## config.mk

```make
export PLATFORM = sky130hd
export DESIGN_NAME = pll_div_search
export DESIGN_NICKNAME = d
export VERILOG_FILES = /design/src/rtl/pll_srch_pkg.sv /design/src/rtl/pll_seq_div.sv /design/src/rtl/pll_cand_eval.sv /design/src/rtl/pll_reg_pack.sv /design/src/rtl/pll_div_search.sv
export SDC_FILE = /design/constraint.sdc
export NUM_CORES = 2
export LEC_CHECK = 0
export CORE_MARGIN = 10
export CORE_UTILIZATION = 40
export DETAILED_ROUTE_END_ITERATION = 10
export DONT_BUFFER_PORTS = 1
export PLACE_DENSITY = 0.6
export SETUP_SLACK_MARGIN = 0.3
export SYNTH_ARGS = -nofsm -noshare
export SYNTH_HDL_FRONTEND = slang
export SYNTH_SLANG_ARGS = --single-unit
```

## constraint.sdc

```tcl
create_clock -name clk -period 33.6 [get_ports clk]
set_input_delay 5.04 -clock clk [delete_from_list [all_inputs] [get_ports clk]]
set_output_delay 5.04 -clock clk [all_outputs]
set_load 0.005 [all_outputs]
```

## src/rtl/pll_srch_pkg.sv

```systemverilog
package pll_srch_pkg;

    typedef enum logic [1:0] {
        CLS_GEN1  = 2'd0,
        CLS_GEN2  = 2'd1,
        CLS_GEN3  = 2'd2,
        CLS_GEN3B = 2'd3
    } dev_cls_e;

    typedef enum logic [2:0] {
        ST_IDLE,
        ST_PICK,
        ST_WAIT,
        ST_ACH,
        ST_AWAIT
    } srch_st_e;

    typedef struct packed {
        logic [7:0] m_byte;
        logic [7:0] n_lo;
        logic [7:0] n_hi;
    } pll_regs_t;

    function automatic int unsigned m_limit(dev_cls_e c);
        return (c == CLS_GEN1) ? 32 : 64;
    endfunction

    function automatic int unsigned n_limit(dev_cls_e c);
        return (c == CLS_GEN1 || c == CLS_GEN2) ? 128 : 2048;
    endfunction

    function automatic logic wide_n(dev_cls_e c);
        return (c == CLS_GEN3 || c == CLS_GEN3B);
    endfunction

endpackage

```

## src/rtl/pll_seq_div.sv

```systemverilog
module pll_seq_div #(
    parameter int NUM_W = 32,
    parameter int DEN_W = 21
) (
    input  logic             clk,
    input  logic             rst,
    input  logic             start_i,
    input  logic [NUM_W-1:0] num_i,
    input  logic [DEN_W-1:0] den_i,
    output logic             valid_o,
    output logic [NUM_W-1:0] quo_o
);
    localparam int CNT_W = $clog2(NUM_W + 1);

    logic [NUM_W-1:0] num_sh_q, num_cap_q, quo_q;
    logic [DEN_W-1:0] den_q, rem_q;
    logic [CNT_W-1:0] cnt_q;
    logic             busy_q, valid_q;

    logic [DEN_W:0]   rem_sh;
    logic             fits;
    logic [DEN_W-1:0] rem_nx;

    always_comb begin
        rem_sh = {rem_q, num_sh_q[NUM_W-1]};
        fits   = rem_sh >= {1'b0, den_q};
        rem_nx = fits ? DEN_W'(rem_sh - {1'b0, den_q}) : rem_sh[DEN_W-1:0];
    end

    always_ff @(posedge clk) begin
        if (rst) begin
            num_sh_q  <= '0;
            num_cap_q <= '0;
            quo_q     <= '0;
            den_q     <= '0;
            rem_q     <= '0;
            cnt_q     <= '0;
            busy_q    <= 1'b0;
            valid_q   <= 1'b0;
        end else begin
            valid_q <= 1'b0;
            if (start_i && !busy_q) begin
                num_sh_q  <= num_i;
                num_cap_q <= num_i;
                den_q     <= den_i;
                rem_q     <= '0;
                quo_q     <= '0;
                cnt_q     <= CNT_W'(NUM_W);
                busy_q    <= 1'b1;
            end else if (busy_q) begin
                rem_q    <= rem_nx;
                quo_q    <= {quo_q[NUM_W-2:0], fits};
                num_sh_q <= num_sh_q << 1;
                cnt_q    <= cnt_q - 1'b1;
                if (cnt_q == CNT_W'(1)) begin
                    busy_q  <= 1'b0;
                    valid_q <= 1'b1;
                end
            end
        end
    end

    assign valid_o = valid_q;
    assign quo_o   = quo_q;

    // quotient and remainder reconstruct the captured dividend
    assert_div_exact_R4: assert property (@(posedge clk) disable iff (rst)
        (valid_q && den_q != '0) |->
            (64'(quo_q) * 64'(den_q) + 64'(rem_q) == 64'(num_cap_q)) && (rem_q < den_q));

    // the divider result strobe lasts a single cycle
    assert_div_pulse_R10: assert property (@(posedge clk) disable iff (rst)
        valid_q |=> !valid_q);

endmodule

```

## src/rtl/pll_cand_eval.sv

```systemverilog
module pll_cand_eval #(
    parameter int FREQ_W = 20,
    parameter int M_W    = 7,
    parameter int N_W    = 11,
    parameter int NUM_W  = 32
) (
    input  logic [NUM_W-1:0]       quo_i,
    input  logic [M_W-1:0]         m_i,
    input  logic [FREQ_W-1:0]      f_i,
    input  logic [FREQ_W-1:0]      fref_i,
    input  logic [N_W:0]           nmax_i,
    input  logic                   found_i,
    input  logic [FREQ_W+N_W:0]    best_err_i,
    input  logic [M_W-1:0]         best_m_i,
    output logic                   accept_o,
    output logic [N_W:0]           n_o,
    output logic [FREQ_W+N_W:0]    err_o
);
    localparam int ERR_W = FREQ_W + N_W + 1;
    localparam int CMP_W = ERR_W + M_W;

    logic             in_range, better;
    logic [ERR_W-1:0] lhs_f, rhs_f;
    logic [CMP_W-1:0] cand_x, best_x;

    always_comb begin
        in_range = (quo_i != '0) && (quo_i <= NUM_W'(nmax_i));
        n_o      = quo_i[N_W:0];
        lhs_f    = ERR_W'(f_i) * ERR_W'(m_i);
        rhs_f    = ERR_W'(fref_i) * ERR_W'(n_o);
        err_o    = (lhs_f >= rhs_f) ? (lhs_f - rhs_f) : (rhs_f - lhs_f);
        cand_x   = CMP_W'(err_o) * CMP_W'(best_m_i);
        best_x   = CMP_W'(best_err_i) * CMP_W'(m_i);
        better   = !found_i || (cand_x < best_x);
        accept_o = in_range && better;
    end

endmodule

```

## src/rtl/pll_reg_pack.sv

```systemverilog
module pll_reg_pack
    import pll_srch_pkg::*;
#(
    parameter int M_W = 7,
    parameter int N_W = 11
) (
    input  dev_cls_e        cls_i,
    input  logic [M_W-1:0]  mmax_i,
    input  logic [M_W-1:0]  best_m_i,
    input  logic [N_W:0]    best_n_i,
    output pll_regs_t       regs_o
);
    logic           pre;
    logic [M_W-1:0] pm;
    logic [N_W-1:0] pn;

    always_comb begin
        pre = best_m_i > (mmax_i >> 1);
        pm  = pre ? ((best_m_i >> 1) - 1'b1) : (best_m_i - 1'b1);
        pn  = N_W'(best_n_i - 1'b1);
        regs_o.m_byte = 8'(pm);
        if (wide_n(cls_i)) begin
            regs_o.n_lo = pn[7:0];
            regs_o.n_hi = {pre, pn[N_W-1:8], 4'b0000};
        end else begin
            regs_o.n_lo = {pre, pn[6:0]};
            regs_o.n_hi = 8'h00;
        end
    end

endmodule

```

## src/rtl/pll_div_search.sv

```systemverilog
module pll_div_search
    import pll_srch_pkg::*;
#(
    parameter int FREQ_W = 20,
    parameter int M_W    = 7,
    parameter int N_W    = 11
) (
    input  logic              clk,
    input  logic              rst,
    input  logic              start_i,
    input  logic [FREQ_W-1:0] req_khz_i,
    input  logic [FREQ_W-1:0] fref_khz_i,
    input  logic [FREQ_W-1:0] vco_min_khz_i,
    input  logic [FREQ_W-1:0] clk_max_khz_i,
    input  logic [1:0]        dev_class_i,
    output logic              done_o,
    output logic              err_o,
    output logic [7:0]        m_reg_o,
    output logic [7:0]        n_lo_reg_o,
    output logic [7:0]        n_hi_reg_o,
    output logic [FREQ_W:0]   achieved_khz_o
);
    localparam int NUM_W = FREQ_W + 12;
    localparam int DEN_W = FREQ_W + 1;
    localparam int ERR_W = FREQ_W + N_W + 1;

    srch_st_e          st_q;
    dev_cls_e          cls_q;
    logic [FREQ_W-1:0] f_q, fref_q;
    logic [M_W-1:0]    mmax_q, m_q, best_m_q;
    logic [N_W:0]      nmax_q, best_n_q;
    logic [ERR_W-1:0]  best_err_q;
    logic              found_q;
    logic              done_q, err_q;
    pll_regs_t         regs_q;
    logic [FREQ_W:0]   ach_q;

    logic [FREQ_W-1:0] f_lo, f_clamped;
    logic              m_over, m_skip;
    logic              div_start, div_valid;
    logic [NUM_W-1:0]  div_num, div_quo;
    logic [DEN_W-1:0]  div_den;
    logic              cand_ok;
    logic [N_W:0]      cand_n;
    logic [ERR_W-1:0]  cand_err;
    pll_regs_t         regs_nx;

    always_comb begin
        f_lo      = (req_khz_i < vco_min_khz_i) ? vco_min_khz_i : req_khz_i;
        f_clamped = (f_lo > clk_max_khz_i) ? clk_max_khz_i : f_lo;
        m_over    = m_q > mmax_q;
        m_skip    = (m_q > (mmax_q >> 1)) && m_q[0];
        div_start = 1'b0;
        div_num   = '0;
        div_den   = '0;
        if (st_q == ST_PICK && !m_over && !m_skip) begin
            div_start = 1'b1;
            div_num   = ((NUM_W'(f_q) * NUM_W'(m_q)) << 1) + NUM_W'(fref_q);
            div_den   = {fref_q, 1'b0};
        end else if (st_q == ST_ACH) begin
            div_start = 1'b1;
            div_num   = NUM_W'(fref_q) * NUM_W'(best_n_q);
            div_den   = DEN_W'(best_m_q);
        end
    end

    pll_seq_div #(.NUM_W(NUM_W), .DEN_W(DEN_W)) u_div (
        .clk     (clk),
        .rst     (rst),
        .start_i (div_start),
        .num_i   (div_num),
        .den_i   (div_den),
        .valid_o (div_valid),
        .quo_o   (div_quo)
    );

    pll_cand_eval #(.FREQ_W(FREQ_W), .M_W(M_W), .N_W(N_W), .NUM_W(NUM_W)) u_eval (
        .quo_i      (div_quo),
        .m_i        (m_q),
        .f_i        (f_q),
        .fref_i     (fref_q),
        .nmax_i     (nmax_q),
        .found_i    (found_q),
        .best_err_i (best_err_q),
        .best_m_i   (best_m_q),
        .accept_o   (cand_ok),
        .n_o        (cand_n),
        .err_o      (cand_err)
    );

    pll_reg_pack #(.M_W(M_W), .N_W(N_W)) u_pack (
        .cls_i    (cls_q),
        .mmax_i   (mmax_q),
        .best_m_i (best_m_q),
        .best_n_i (best_n_q),
        .regs_o   (regs_nx)
    );

    always_ff @(posedge clk) begin
        if (rst) begin
            st_q       <= ST_IDLE;
            cls_q      <= CLS_GEN1;
            f_q        <= '0;
            fref_q     <= '0;
            mmax_q     <= '0;
            nmax_q     <= '0;
            m_q        <= '0;
            best_m_q   <= '0;
            best_n_q   <= '0;
            best_err_q <= '0;
            found_q    <= 1'b0;
            done_q     <= 1'b0;
            err_q      <= 1'b0;
            regs_q     <= '0;
            ach_q      <= '0;
        end else begin
            done_q <= 1'b0;
            err_q  <= 1'b0;
            unique case (st_q)
                ST_IDLE: begin
                    if (start_i) begin
                        cls_q   <= dev_cls_e'(dev_class_i);
                        f_q     <= f_clamped;
                        fref_q  <= fref_khz_i;
                        mmax_q  <= M_W'(m_limit(dev_cls_e'(dev_class_i)));
                        nmax_q  <= (N_W+1)'(n_limit(dev_cls_e'(dev_class_i)));
                        m_q     <= M_W'(1);
                        found_q <= 1'b0;
                        st_q    <= ST_PICK;
                    end
                end
                ST_PICK: begin
                    if (m_over) begin
                        if (found_q) begin
                            st_q <= ST_ACH;
                        end else begin
                            done_q <= 1'b1;
                            err_q  <= 1'b1;
                            st_q   <= ST_IDLE;
                        end
                    end else if (m_skip) begin
                        m_q <= m_q + 1'b1;
                    end else begin
                        st_q <= ST_WAIT;
                    end
                end
                ST_WAIT: begin
                    if (div_valid) begin
                        if (cand_ok) begin
                            best_m_q   <= m_q;
                            best_n_q   <= cand_n;
                            best_err_q <= cand_err;
                            found_q    <= 1'b1;
                        end
                        m_q  <= m_q + 1'b1;
                        st_q <= ST_PICK;
                    end
                end
                ST_ACH: st_q <= ST_AWAIT;
                ST_AWAIT: begin
                    if (div_valid) begin
                        regs_q <= regs_nx;
                        ach_q  <= div_quo[FREQ_W:0];
                        done_q <= 1'b1;
                        st_q   <= ST_IDLE;
                    end
                end
                default: st_q <= ST_IDLE;
            endcase
        end
    end

    assign done_o         = done_q;
    assign err_o          = err_q;
    assign m_reg_o        = regs_q.m_byte;
    assign n_lo_reg_o     = regs_q.n_lo;
    assign n_hi_reg_o     = regs_q.n_hi;
    assign achieved_khz_o = ach_q;

    assert_done_pulse_R10: assert property (@(posedge clk) disable iff (rst)
        done_q |=> !done_q);

    assert_regs_change_on_done_R10: assert property (@(posedge clk) disable iff (rst)
        (!$stable(regs_q) || !$stable(ach_q)) |-> done_q);

    assert_err_with_done_R11: assert property (@(posedge clk) disable iff (rst)
        err_q |-> done_q);

    assert_best_n_in_range_R4: assert property (@(posedge clk) disable iff (rst)
        (done_q && !err_q) |-> (best_n_q != '0) && (best_n_q <= nmax_q));

    assert_upper_m_even_R3: assert property (@(posedge clk) disable iff (rst)
        (done_q && !err_q) |-> ((best_m_q <= (mmax_q >> 1)) || !best_m_q[0]));

endmodule

```

==> impl_metrics.sql <==
INSERT INTO impl_metrics (metric_group, metric, value, unit) VALUES
('outcome', 'status', 'finished clean', ''),
('timing', 'worst_slew_margin_rel', '0.188', ''),
('placement', 'place_hpwl', '116', 'mm'),
('yosys', 'most_area_hungry_cell_type_in_the_yosys_netlist', 'fa_1', ''),
('final_layout', 'fin_nets', '7251', ''),
('floorplanning', 'die_height', '375', 'um'),
('clocking', 'holdBufCountCts', '0', ''),
('routing', 'wl_per_cell', '19.6', 'um'),
('power_and_ir_drop', 'sequentialPowerShare', '0.229', ''),
('worst_setup_path', 'critPathCaptureType', 'register', ''),
('floorplanning', 'die_w', '375', 'um'),
('worst_setup_path', 'worstSetupStartpointType', 'register', ''),
('worst_setup_path', 'crit_family', 'adder cells', ''),
('yosys', 'synth-seq-cells', '263', ''),
('yosys', 'synth_edf_count', '0', ''),
('final_layout', 'n_fill_cell', '12600', ''),
('routing', 'ant_nets', '0', ''),
('timing', 'min_period', '17550', 'ps'),
('timing', 'grt_setup_unrepaired', 'false', ''),
('yosys', 'post_synth_main_area_contributors', 'fa_1, ha_1, dfxtp_1', ''),
('routing', 'vias_per_cell', '5.43', ''),
('clocking', 'tritoncts.num_buffers', '37', ''),
('clocking', 'cts.repair.resized', '0', ''),
('timing', 'timing.setup.tns', '0', 'ps'),
('clocking', 'cts-root-buf', 'clkbuf_16', ''),
('worst_setup_path', 'critPathMostFrequentCell', 'fa_1', ''),
('global_route', 'globalRouteTotalUtil', '0.210', ''),
('yosys', 'ys_top_cells_by_count', 'inv_1, nand2_1, fa_1', ''),
('power_and_ir_drop', 'power.total', '1610', 'uW'),
('yosys', 'synth.cell_area', '0.0505', 'sq mm'),
('yosys', 'synth_sequential_area_ratio', '0.104', ''),
('yosys', 'gate_count_post_synth', '6134', ''),
('worst_setup_path', 'cp.buffers_inverters', '9', ''),
('floorplanning', 'fp.dieArea', '0.141', 'sq mm'),
('worst_setup_path', 'critical_path.max_stage_delay', '720', 'ps'),
('global_route', 'globalRouteOverflowTotal', '0', ''),
('global_route', 'grt_antenna_before_repair', '11', ''),
('clocking', 'clock_tree.htree_level_count', '2', ''),
('worst_hold_path', 'worst_hold_path_type', 'register to register', ''),
('timing', 'timing.clock.skew', '39.4', 'ps'),
('timing', 'hold-worst-slack', '459', 'ps'),
('placement', 'dp.cells', '7542', ''),
('clocking', 'postCtsSetupBuffers', '0', ''),
('routing', 'final_wirelength', '149', 'mm'),
('job', 'max_cap_viol_count', '0', ''),
('power_and_ir_drop', 'switching_power', '753', 'uW'),
('placement', 'port-buffer-count', '0', ''),
('clocking', 'worst_setup_hold_path_clk_slew', '70', 'ps'),
('yosys', 'post_synth.cell_area_avg', '8.23', 'sq um'),
('global_route', 'number_of_global_route_vias_before_repair', '42100', ''),
('floorplanning', 'rows', '130', ''),
('yosys', 'synth_async_sr_flop_share', '0', ''),
('timing', 'post-route-period-util', '0.522', ''),
('timing', 'tightestPinTransition', '1210', 'ps'),
('power_and_ir_drop', 'power_frac_comb', '0.509', ''),
('global_route', 'grt_first_pass_wirelength', '239', 'mm'),
('clocking', 'cts_tree', 'yes', ''),
('timing', 'slew_viol_final', '0', ''),
('placement', 'placement.cell_area', '0.0520', 'sq mm'),
('yosys', 'yosys_warnings', '0', ''),
('clocking', 'cts_max_path_buffers', '3', ''),
('floorplanning', 'core_region', '0.126', 'sq mm'),
('worst_setup_path', 'slowest_cell_on_the_critical_path', 'nor3_4', ''),
('clocking', 'clock_latency_of_the_later_clocked_register_in_the_worst_skew_pair', '600', 'ps'),
('clocking', 'tritoncts_num_sinks', '263', ''),
('power_and_ir_drop', 'p_leak', '0.0264', 'uW'),
('routing', 'vias', '41300', ''),
('final_layout', 'drive_gt1_frac', '0.0441', ''),
('worst_setup_path', 'timing.critical_path.fanout_max', '57', ''),
('final_layout', 'final_design_area_no_fill', '0.0533', 'sq mm'),
('power_and_ir_drop', 'power_density', '30.2', 'mW/mm^2');
layer usage:
layer  share of wire  GRT usage  wire (um)  up-vias
met5         0.00050          0         75        -
met1            0.45      0.289      67300    20700
met2            0.44      0.330      65600     1212
met4           0.036     0.0705       5300       12
met3           0.072     0.0402      10800      206
li1                -          -          -    19200
sequential cells by signal (all words and copies together), names as in the netlist, 8 cells and up:
register	flops
best_err_q	32
u_div.num_sh_q	32
u_div.quo_o	32
achieved_khz_o	21
u_div.den_q	21
u_div.rem_q	21
f_q	20
fref_q	20
best_n_q	12
n_lo_reg_o	8
through the flow:
| stage | util | worst slack [ps] |
|---|---|---|
| finish | 0.425 | 16050 |
| global route | 0.425 | 14760 |
| CTS | 0.425 | 15940 |
| detailed placement | 0.414 | 16010 |
| global placement | 0.414 | 16260 |
| floorplan | - | 18990 |
layout make-up:
type                       instances  area (sq um)  area share
inverter                         964          3620      0.0679
timing repair buffer              90           676      0.0127
clock buffer                      50          1050      0.0198
sequential                       263          5280      0.0990
antenna                            3          7.51    0.000141
clock inverter                    17           239     0.00448
tap                             1650          2060      0.0387
multi-input combinational       4575         40400       0.757
power by group through the flow:
stage | clock [uW] | combinational, uW | sequential, uW
floorplan | 0 | 587 | 355
global placement | 0 | 798 | 375
detailed placement | 0 | 807 | 375
CTS | 428 | 810 | 369
global route | 440 | 887 | 373
finish | 422 | 820 | 369
cell families (layout without fill, tap and decap cells):
| kind of cell | count (synthesis) | after routing | share of synthesized area |
|---|---|---|---|
| other | 1 | 8 | 0.0000743 |
| XOR/XNOR | 215 | 215 | 0.0386 |
| AND/OR/NAND/NOR | 1996 | 1996 | 0.186 |
| adder cells (fa/ha/maj) | 1235 | 1235 | 0.418 |
| buffers and inverters | 1300 | 1121 | 0.0977 |
| AO/OA/AOI/OAI | 1008 | 1008 | 0.132 |
| multiplexers | 116 | 116 | 0.0235 |
| flip-flops | 263 | 263 | 0.104 |
cells in the final DEF (no fill, tap or decap), types with 23 or more instances in the layout:
| cell | count |
|---|---|
| o21a_1 | 49 |
| a31oi_1 | 23 |
| a21oi_1 | 317 |
| inv_1 | 961 |
| buf_4 | 90 |
| o21bai_1 | 31 |
| mux2i_1 | 95 |
| fa_1 | 751 |
| o41ai_1 | 23 |
| nor2_1 | 284 |
| xor2_1 | 83 |
| xnor2_1 | 123 |
| and2_1 | 409 |
| nor3_1 | 56 |
| a31o_2 | 23 |
| and3_1 | 24 |
| nand4_1 | 40 |
| o21ai_0 | 153 |
| a21o_1 | 136 |
| nor2b_1 | 48 |
| dfxtp_1 | 255 |
| nand2b_1 | 33 |
| clkbuf_16 | 37 |
| ha_1 | 484 |
| or2_2 | 27 |
| nand2_1 | 911 |
| a211oi_1 | 39 |
| a221oi_1 | 24 |
| nand3_1 | 81 |
tightest hold or removal path: stages, from the launching register on:
cell and delay [ps]:
dfxtp_1 310, nand2_1 50, a21oi_1 50
final timing paths:
kind | from | endpoint | cells past startpoint | slack [ps]
max | m_q[1] | best_err_q[14] | 57 | 16050
min | u_div.num_sh_q[17] | u_div.num_sh_q[17] | 2 | 460
max reg2reg | m_q[1] | best_err_q[14] | 57 | 16050
min reg2reg | u_div.num_sh_q[17] | u_div.num_sh_q[17] | 2 | 460
Note: power is estimated with default switching activity, not from simulation.
